--- src/rtl/dramInitPkg.sv ---
package dramInitPkg;

  typedef enum logic [1:0] {
    CMD_NOP,
    CMD_PRE,
    CMD_REF,
    CMD_MRS
  } cmdKindE;

  typedef enum logic [2:0] {
    ST_IDLE,
    ST_ARM,
    ST_STEP,
    ST_SETTLE,
    ST_DONE
  } seqStateE;

  // strobes from control to datapath
  typedef struct packed {
    logic ckeOn;    // raise clock enable
    logic issue;    // drive current step's command, load its wait
    logic tick;     // count the wait down
    logic loadDll;  // load the DLL settle wait
    logic finish;   // set the ready flag
  } seqStrobeT;

  localparam int unsigned NUM_STEPS   = 11;
  localparam int unsigned STEP_W      = $clog2(NUM_STEPS + 1);
  localparam int unsigned PRE_ALL_BIT = 10;

endpackage

--- src/rtl/dramInitCtrl.sv ---
module dramInitCtrl
  import dramInitPkg::*;
(
  input  logic      clk,
  input  logic      rstN,
  input  logic      start,
  input  logic      waitZero,
  input  logic      lastStep,
  output seqStrobeT strobe
);

  seqStateE state, stateNext;

  always_ff @(posedge clk or negedge rstN) begin
    if (!rstN) state <= ST_IDLE;
    else       state <= stateNext;
  end

  always_comb begin
    stateNext = state;
    strobe    = '0;
    case (state)
      ST_IDLE: begin
        if (start) begin
          strobe.ckeOn = 1'b1;
          stateNext    = ST_ARM;
        end
      end
      ST_ARM: begin
        strobe.issue = 1'b1;
        stateNext    = ST_STEP;
      end
      ST_STEP: begin
        if (!waitZero) begin
          strobe.tick = 1'b1;
        end else if (lastStep) begin
          strobe.loadDll = 1'b1;
          stateNext      = ST_SETTLE;
        end else begin
          strobe.issue = 1'b1;
        end
      end
      ST_SETTLE: begin
        if (!waitZero) begin
          strobe.tick = 1'b1;
        end else begin
          strobe.finish = 1'b1;
          stateNext     = ST_DONE;
        end
      end
      ST_DONE: stateNext = ST_DONE;
      default: stateNext = ST_IDLE;
    endcase
  end

endmodule

--- src/rtl/dramInitPath.sv ---
module dramInitPath
  import dramInitPkg::*;
#(
  parameter int unsigned BA_W     = 3,
  parameter int unsigned ADDR_W   = 14,
  parameter int unsigned CNT_W    = 8,
  parameter int unsigned DLL_WAIT = 200
) (
  input  logic              clk,
  input  logic              rstN,
  input  seqStrobeT         strobe,
  input  logic [2:0]        casLat,
  input  logic [2:0]        wrRec,
  input  logic [CNT_W-1:0]  tRp,
  input  logic [CNT_W-1:0]  tMrd,
  input  logic [CNT_W-1:0]  tRfc,
  output logic              waitZero,
  output logic              lastStep,
  output logic              cke,
  output logic              csN,
  output logic              rasN,
  output logic              casN,
  output logic              weN,
  output logic [BA_W-1:0]   ba,
  output logic [ADDR_W-1:0] addr,
  output logic              initDone
);

  localparam int unsigned DLL_W  = $clog2(DLL_WAIT + 1);
  localparam int unsigned WAIT_W = (CNT_W > DLL_W) ? CNT_W : DLL_W;
  localparam logic [WAIT_W-1:0] SETTLE_LOAD = WAIT_W'(DLL_WAIT - 1);

  logic [STEP_W-1:0] stepIdx;
  logic [WAIT_W-1:0] waitCnt;
  logic [2:0]        pinsN;

  cmdKindE           stepKind;
  logic [BA_W-1:0]   stepBa;
  logic [ADDR_W-1:0] stepAddr;
  logic [CNT_W-1:0]  stepWait;

  function automatic logic [CNT_W-1:0] lessOne(input logic [CNT_W-1:0] v);
    return (v == '0) ? '0 : v - CNT_W'(1);
  endfunction

  function automatic logic [ADDR_W-1:0] mainWord(input logic dllRst,
                                                 input logic [2:0] cl,
                                                 input logic [2:0] wr);
    logic [ADDR_W-1:0] w;
    w       = '0;
    w[2:0]  = 3'b011;
    w[6:4]  = cl;
    w[8]    = dllRst;
    w[11:9] = wr - 3'd1;
    return w;
  endfunction

  function automatic logic [ADDR_W-1:0] extWord(input logic ocdDefault);
    logic [ADDR_W-1:0] w;
    w      = '0;
    w[2]   = 1'b1;
    w[9:7] = ocdDefault ? 3'b111 : 3'b000;
    return w;
  endfunction

  // {rasN, casN, weN}
  function automatic logic [2:0] encodePins(input cmdKindE k);
    case (k)
      CMD_PRE: return 3'b010;
      CMD_REF: return 3'b001;
      CMD_MRS: return 3'b000;
      default: return 3'b111;
    endcase
  endfunction

  // step table: command, bank, address word and following wait
  always_comb begin
    stepKind = CMD_NOP;
    stepBa   = '0;
    stepAddr = '0;
    stepWait = '0;
    case (stepIdx)
      STEP_W'(0), STEP_W'(5): begin
        stepKind              = CMD_PRE;
        stepAddr[PRE_ALL_BIT] = 1'b1;
        stepWait              = tRp;
      end
      STEP_W'(1): begin
        stepKind = CMD_MRS; stepBa = BA_W'(2); stepWait = lessOne(tMrd);
      end
      STEP_W'(2): begin
        stepKind = CMD_MRS; stepBa = BA_W'(3); stepWait = lessOne(tMrd);
      end
      STEP_W'(3), STEP_W'(10): begin
        stepKind = CMD_MRS; stepBa = BA_W'(1); stepAddr = extWord(1'b0);
        stepWait = lessOne(tMrd);
      end
      STEP_W'(4): begin
        stepKind = CMD_MRS; stepAddr = mainWord(1'b1, casLat, wrRec);
        stepWait = lessOne(tMrd);
      end
      STEP_W'(6), STEP_W'(7): begin
        stepKind = CMD_REF; stepWait = lessOne(tRfc);
      end
      STEP_W'(8): begin
        stepKind = CMD_MRS; stepAddr = mainWord(1'b0, casLat, wrRec);
        stepWait = lessOne(tMrd);
      end
      STEP_W'(9): begin
        stepKind = CMD_MRS; stepBa = BA_W'(1); stepAddr = extWord(1'b1);
        stepWait = lessOne(tMrd);
      end
      default: stepKind = CMD_NOP;
    endcase
  end

  always_ff @(posedge clk or negedge rstN) begin
    if (!rstN) begin
      cke      <= 1'b0;
      pinsN    <= 3'b111;
      ba       <= '0;
      addr     <= '0;
      stepIdx  <= '0;
      waitCnt  <= '0;
      initDone <= 1'b0;
    end else begin
      if (strobe.ckeOn)  cke      <= 1'b1;
      if (strobe.finish) initDone <= 1'b1;
      if (strobe.issue) begin
        pinsN   <= encodePins(stepKind);
        ba      <= stepBa;
        addr    <= stepAddr;
        waitCnt <= WAIT_W'(stepWait);
        stepIdx <= stepIdx + STEP_W'(1);
      end else begin
        pinsN <= 3'b111;
        ba    <= '0;
        addr  <= '0;
        if (strobe.loadDll)   waitCnt <= SETTLE_LOAD;
        else if (strobe.tick) waitCnt <= waitCnt - WAIT_W'(1);
      end
    end
  end

  assign csN               = 1'b0;
  assign {rasN, casN, weN} = pinsN;
  assign waitZero          = (waitCnt == '0);
  assign lastStep          = (stepIdx == STEP_W'(NUM_STEPS));

endmodule

--- src/rtl/dramInitSeq.sv ---
module dramInitSeq
  import dramInitPkg::*;
#(
  parameter int unsigned BA_W     = 3,
  parameter int unsigned ADDR_W   = 14,
  parameter int unsigned CNT_W    = 8,
  parameter int unsigned DLL_WAIT = 200
) (
  input  logic              clk,
  input  logic              rstN,
  input  logic              start,
  input  logic [2:0]        casLat,
  input  logic [2:0]        wrRec,
  input  logic [CNT_W-1:0]  tRp,
  input  logic [CNT_W-1:0]  tMrd,
  input  logic [CNT_W-1:0]  tRfc,
  output logic              cke,
  output logic              csN,
  output logic              rasN,
  output logic              casN,
  output logic              weN,
  output logic [BA_W-1:0]   ba,
  output logic [ADDR_W-1:0] addr,
  output logic              initDone
);

  seqStrobeT strobe;
  logic      waitZero;
  logic      lastStep;

  dramInitCtrl ctrl (
    .clk      (clk),
    .rstN     (rstN),
    .start    (start),
    .waitZero (waitZero),
    .lastStep (lastStep),
    .strobe   (strobe)
  );

  dramInitPath #(
    .BA_W     (BA_W),
    .ADDR_W   (ADDR_W),
    .CNT_W    (CNT_W),
    .DLL_WAIT (DLL_WAIT)
  ) path (
    .clk      (clk),
    .rstN     (rstN),
    .strobe   (strobe),
    .casLat   (casLat),
    .wrRec    (wrRec),
    .tRp      (tRp),
    .tMrd     (tMrd),
    .tRfc     (tRfc),
    .waitZero (waitZero),
    .lastStep (lastStep),
    .cke      (cke),
    .csN      (csN),
    .rasN     (rasN),
    .casN     (casN),
    .weN      (weN),
    .ba       (ba),
    .addr     (addr),
    .initDone (initDone)
  );

endmodule

--- config.mk ---
export PLATFORM = sky130hd
export DESIGN_NAME = dramInitSeq
export DESIGN_NICKNAME = d
export VERILOG_FILES = /design/src/rtl/dramInitPkg.sv /design/src/rtl/dramInitCtrl.sv /design/src/rtl/dramInitPath.sv /design/src/rtl/dramInitSeq.sv
export SDC_FILE = /design/constraint.sdc
export NUM_CORES = 1
export LEC_CHECK = 0
export BUFFER_PORTS_ARGS = -buffer_cell sky130_fd_sc_hd__buf_2
export CAP_MARGIN = 20
export CORE_UTILIZATION = 25
export CTS_CLUSTER_SIZE = 14
export DETAILED_ROUTE_END_ITERATION = 10
export GPL_ROUTABILITY_DRIVEN = 0
export GPL_TIMING_DRIVEN = 0
export PLACE_DENSITY = 0.44
export SETUP_SLACK_MARGIN = 0.15
export SKIP_CTS_REPAIR_TIMING = 1
export SLEW_MARGIN = 20
export SYNTH_ARGS = -nofsm -noshare
export SYNTH_HDL_FRONTEND = slang
export SYNTH_SLANG_ARGS = --single-unit
--- constraint.sdc ---
create_clock -name clk -period 2.58 [get_ports clk]
set_input_delay 0.258 -clock clk [delete_from_list [all_inputs] [get_ports clk]]
set_output_delay 0.258 -clock clk [all_outputs]
set_load 0.03 [all_outputs]
==> run metrics, run 1 <==
Crit path required time=2730 ps; Remaining DRCs=0; max-slew violations=0; Final min period=2020 ps; synthesized area per cell=9.42 um2; sum of negative setup slack=0 ps; initial antenna violation count=0; die width=95.7 um; first-iteration detailed-routing DRC count=76; cell count after synthesis=233; final clock skew=7.73 ps; largest net degree at the start of global routing=33; core area=0.00834 mm2; worst rel slew slack=0.462; Layout Utilization=0.324; number of global-route vias before repair=1821; cts bufs inserted=5; post-DP HPWL=4040 um; fmax=495 MHz; R2R depth=7; #FFs+latches synth=32; post-synthesis to final-layout area growth=23.0%; Filler cells=889; I/O Buffers=50; total gr overflow=0; area leader, netlist=dfrtp_1; Seq/Total Area, Yosys=0.367; total power=2.36 mW; Worst VDD drop=0.288 mV; RSZ-0062 raised after global routing=false; crit end category=flip-flop; Root Driver=clkbuf_8; CTS Sinks=32; CP arrival=2170 ps; Die Area=0.00916 mm2; Max H-tree Level=2; crit path max fanout=7; status=finished, final reports clean; leak pwr=1.27 nW; worst min path class=in2async; top post-synthesis cells by area=dfrtp_1 (33%), ha_1 (6.3%), a21oi_1 (3.6%); Longest Clk Path Bufs=2; CP startpoint=path.stepIdx[0]$_DFFE_PN0P_; pwr dens=874 mW/mm2; post-synthesis cell type count=62; vias per std cell=4.76; height of the die=95.7 um; GRT Overall Usage=0.128; CTS tree=built; DR pass1 iterations=4; Tcrit/Tclk final=0.783; Hold Vio Cnt, Final=0; share of cells above drive strength 1=0.315; Routed Antenna Nets=0; fin nets=338; io pins=56; top_reg_cell synth=dfrtp_1; max_cap viols=0; Starting Density=0.263; ys async rst share=1.00; Crit Reg-Reg Startpoint=path.stepIdx[0]$_DFFE_PN0P_; DR WL/cell=13.1 um; final setup violation count=0; Worst Tran Pin Value=801 ps; crit-path cells=inv_1 > ha_1 > nor2_1 > a21oi_2 > or2_2 > a222oi_1 > o21ai_1; critical path's slowest cell=dfrtp_1; final WL=5250 um; Antenna diodes=0; Critical Path Max Stage Delay=390 ps; first-pass GRT wire length=8960 um; Ys Warns=0; post-synthesis instance area=0.00219 mm2; Skew-Pair Late Insertion Delay=280 ps; critical path class=reg2reg; top cell type's share of synthesized area=0.331; EDFF count, synth=0; CTS clk-pin slew, worst paths=70 ps; DR vias=1905; CP Launch Type=flip-flop; Rows=33
cell usage after synthesis (5+ instances only):
cell	n
and3_1	5
inv_1	13
nand2_1	14
nor2_1	13
nor3_1	5
buf_4	9
dfrtp_1	29
xnor2_1	5
o21ai_0	10
o211ai_1	6
xor2_1	6
ha_1	11
nor3b_1	6
a21oi_1	16
power breakdown:
group	internal (mW)	total (mW)	switching [mW]
Sequential	0.630	0.749	0.118
Clock	0.287	0.472	0.185
Combinational	0.451	1.14	0.686
Total	1.37	2.36	0.990
stage by stage:
stage	hold slack, ps	std cells	worst slack [ps]	area (um2)
2_1_floorplan	-37.6	237	817	2210
3_3_place_gp	365	392	559	2590
3_5_place_dp	375	392	572	2590
4_1_cts	65.8	400	568	2700
5_1_grt	79.1	400	419	2700
6_report	30.2	400	560	2700
critical path: cells and delay by family, from the launching register on:
| kind | cells | cell delay (ps) |
|---|---|---|
| compound gates | 3 | 620 |
| fa+ha+maj | 1 | 250 |
| buf+inv | 1 | 100 |
| flops | 1 | 390 |
| simple gates | 2 | 520 |
kinds of logic (layout without fill, tap and decap cells):
logic type                 Yosys count  count (layout)  synth area share
AOI/OAI and AO/OA                   68              68             0.209
muxes                                5               5            0.0239
other                                1               5           0.00171
DFF                                 32              32             0.367
xor gates and xnor gates            11              11            0.0439
buffers and inverters               28              86            0.0690
adders and majority gates           11              11            0.0627
and+or+nand+nor                     77              77             0.223
routing by layer:
metal | track usage | vias up | part of all wire
li1 | - | 966 | -
met1 | 0.181 | 888 | 0.51
met2 | 0.194 | 47 | 0.45
met3 | 0.0237 | 4 | 0.030
met4 | 0.0410 | 0 | 0.014
met5 | 0 | - | 0
sequential cells by signal (all words and copies together), names as in the netlist:
| register | flops |
|---|---|
| path.pinsN | 3 |
| path.ba | 2 |
| path.initDone | 1 |
| ctrl.state | 3 |
| path.waitCnt | 8 |
| path.addr | 10 |
| path.stepIdx | 4 |
| path.cke | 1 |
cell usage in the layout, fill, tap and decap left out, types with 6 or more instances in the layout:
cell type / count
xor2_1: 6
o21ai_0: 10
dfrtp_1: 29
nand2_1: 14
buf_2: 54
o211ai_1: 6
ha_1: 11
a21oi_1: 16
nor2_1: 13
buf_4: 9
nor3b_1: 6
inv_1: 13
area by class of cell:
cell class	instances	area, um2	share of cell area
flip-flops and latches	32	805	0.298
inverters	13	48.8	0.0181
multi-input cells	177	1250	0.465
plain buffers	15	103	0.0380
clock buffers	6	72.6	0.0269
well taps	105	131	0.0487
repair buffers	50	250	0.0927
clock inverters	2	35.0	0.0130
final timing paths:
check	slack, ps	end
worst min register to register	460	path.cke$_DFFE_PN0P_
worst min-delay path	30	path.addr[5]$_DFF_PN0_
worst max register to register	560	path.waitCnt[7]$_DFFE_PN0P_
max in group asynchronous	2080	ctrl.state[2]$_DFFE_PN0P_
worst max-delay path	560	path.waitCnt[7]$_DFFE_PN0P_
min in group clk	190	path.addr[9]$_DFF_PN0_
(Power assumes the default switching activity.)
==> inputs of run 2 (changes only) <==
--- a/config.mk
+++ b/config.mk
@@ -5,6 +5,7 @@
 export SDC_FILE = /design/constraint.sdc
 export NUM_CORES = 1
 export LEC_CHECK = 0
+export ABC_AREA = 1
 export BUFFER_PORTS_ARGS = -buffer_cell sky130_fd_sc_hd__buf_2
 export CAP_MARGIN = 20
 export CORE_UTILIZATION = 25
==> constraint.sdc (replaced) <==
create_clock -name clk -period 2.12 [get_ports clk]
set_input_delay 0.212 -clock clk [delete_from_list [all_inputs] [get_ports clk]]
set_output_delay 0.212 -clock clk [all_outputs]
set_load 0.03 [all_outputs]
==> run metrics, run 2 <==
status=finished, violations left; failing checks=negative hold slack; final setup violation count=0; Remaining DRCs=0; top cell type's share of synthesized area=0.330; Worst Tran Pin Value=723 ps; CP dominant cell by count=nand3_1; worst min path class=in2async; Seq/Total Area, Yosys=0.365; top post-synthesis cells by area=dfrtp_1 (33%), nand2_1 (11%), nand3_1 (7.7%); crit end category=flip-flop; ys async rst share=1.00; fmax=572 MHz; Routed Antenna Nets=0; total power=3.57 mW; Die Area=0.00919 mm2; Post-synth top cells=nand2_1 (67), nor2_1 (35), nand3_1 (34), inv_1 (30), dfrtp_1 (29); critical path's slowest cell=dfrtp_1; R2R depth=10; top_reg_cell synth=dfrtp_1; critical path class=reg2reg; I/O Buffers=50; Hold Vio Cnt, Final=29; cell count after synthesis=296; crit-path cells=inv_1 > ha_1 > nand3_1 > nand2_1 > nor2_1 > nand2_2 > nand3_1 > nand3_1 > nand2_1 > a21oi_1; Non-Filler Instances=463; Critical Path Max Stage Delay=430 ps; CTS tree=built; WP buf/inv=1; RSZ-0062 raised after global routing=false; Starting Density=0.263; number of global-route vias before repair=1928; Max H-tree Level=2; area occupied by multi-input gates=0.00121 mm2; CTS clk-pin slew, worst paths=70 ps; Filler cells=958; CTS Sinks=32; Antenna diodes=0; post-synthesis cell type count=33; Worst VDD drop=0.312 mV; worst rel slew slack=0.518; total gr overflow=0; core area=0.00838 mm2; max_cap viols=0; io pins=56; Root Driver=clkbuf_8; max-slew violations=0; first-pass GRT wire length=8650 um; cts bufs inserted=5; DR pass1 iterations=4; top flop regs=path.addr: 10 flops, path.waitCnt: 8 flops, path.stepIdx: 4 flops; fin nets=401; Top reg by flops=path.addr; Longest Clk Path Bufs=2; #FFs+latches synth=32; post-synthesis to final-layout area growth=22.9%; EDFF count, synth=0; most frequent cell after synthesis=nand2_1; Skew-Pair Late Insertion Delay=280 ps; CP arrival=1920 ps; final WL=5120 um; GRT Overall Usage=0.122; worst hold slack=-17.4 ps; die width=95.9 um; largest net degree at the start of global routing=33; Crit path max-delay family=simple AND/OR/NAND/NOR gates; Register Area=805 um2; most frequent cells in the layout=nand2_1 (67), buf_2 (51), nor2_1 (35); pwr dens=1320 mW/mm2; leak pwr=1.42 nW; synthesized area per cell=7.44 um2; vias per std cell=4.39; post-DP HPWL=4150 um; Ys Warns=0; Tcrit/Tclk final=0.825; DR WL/cell=11.1 um; DR vias=2031; Final min period=1750 ps; Crit path required time=2290 ps; crit path max fanout=9; share of cells above drive strength 1=0.265; post-synthesis instance area=0.00220 mm2; DP Cell Count=455; area leader, netlist=dfrtp_1; WP depth=10; commonest non-fill, non-tap cell in the layout=nand2_1; final clock skew=5.41 ps; height of the die=95.9 um; CP Launch Type=flip-flop; Rows=33; sum of negative setup slack=0 ps; first-iteration detailed-routing DRC count=79; Largest register FFs=10; initial antenna violation count=0
==> run 2: cell count changes in the layout (fill, tap and decap cells not counted), sizes merged, moves of 5 or more <==
cell    delta
nor2      +27
nand2     +58
nor4       -7
nand3     +31
o211ai     -6
nand4      +5
nand2b     -5
inv       +25
and3       -5
nor3b      -7
buf        -6
==> run 2: final cells by class <==
| cell class | instances | area share |
|---|---|---|
| multi-input cells | 222 | 0.446 |
| clock inverters | 2 | 0.0129 |
| well taps | 105 | 0.0485 |
| clock buffers | 6 | 0.0268 |
| plain buffers | 8 | 0.0227 |
| flip-flops and latches | 32 | 0.297 |
| inverters | 38 | 0.0536 |
| repair buffers | 50 | 0.0925 |
==> run 2: kinds of logic after synthesis <==
kind of cell,share of synthesized area
buffers and inverters,0.0938
xor gates and xnor gates,0.0557
AOI/OAI and AO/OA,0.0915
and+or+nand+nor,0.330
other,0.00170
adders and majority gates,0.0625
DFF,0.365
==> run 2: power breakdown <==
group / switching [mW] / total (mW) / internal (mW)
registers: 0.187 / 1.02 / 0.836
clock network: 0.231 / 0.580 / 0.349
logic: 1.30 / 1.97 / 0.676
==> run 2: worst paths after layout <==
kind | from | end | slack, ps
worst max-delay path | path.stepIdx[0]$_DFFE_PN0P_ | path.waitCnt[4]$_DFFE_PN0P_ | 370
worst min-delay path | rstN | path.addr[5]$_DFF_PN0_ | -20
worst max register to register | path.stepIdx[0]$_DFFE_PN0P_ | path.waitCnt[4]$_DFFE_PN0P_ | 370
worst min register to register | path.cke$_DFFE_PN0P_ | path.cke$_DFFE_PN0P_ | 460
max in group asynchronous | rstN | path.stepIdx[1]$_DFFE_PN0P_ | 1680
min in group clk | casLat[2] | path.addr[6]$_DFF_PN0_ | 130
==> run 2: stage by stage <==
| step | setup slack (ps) | utilization | instance area, um2 | hold slack, ps |
|---|---|---|---|---|
| detailed placement | 275 | 0.310 | 2600 | 323 |
| floorplan | 615 | - | 2220 | -83.6 |
| global route | 167 | 0.323 | 2710 | 35.1 |
| global placement | 286 | 0.310 | 2600 | 319 |
| finish | 371 | 0.323 | 2710 | -17.4 |
| CTS | 266 | 0.323 | 2710 | 15.1 |
==> run 2: layer usage <==
metal / track usage / share of wire
met1: 0.158 / 0.49
met2: 0.207 / 0.45
met3: 0.0276 / 0.044
met4: 0.0261 / 0.0072
met5: 0 / 0
==> run 2: worst register-to-register path, cell delays in order (launching register included) <==
cell     delay [ps]
dfrtp_1         430
inv_1            90
ha_1            240
nand3_1         130
nand2_1          60
nor2_1          180
nand2_2         160
nand3_1         140
nand3_1          90
nand2_1          70
a21oi_1          60
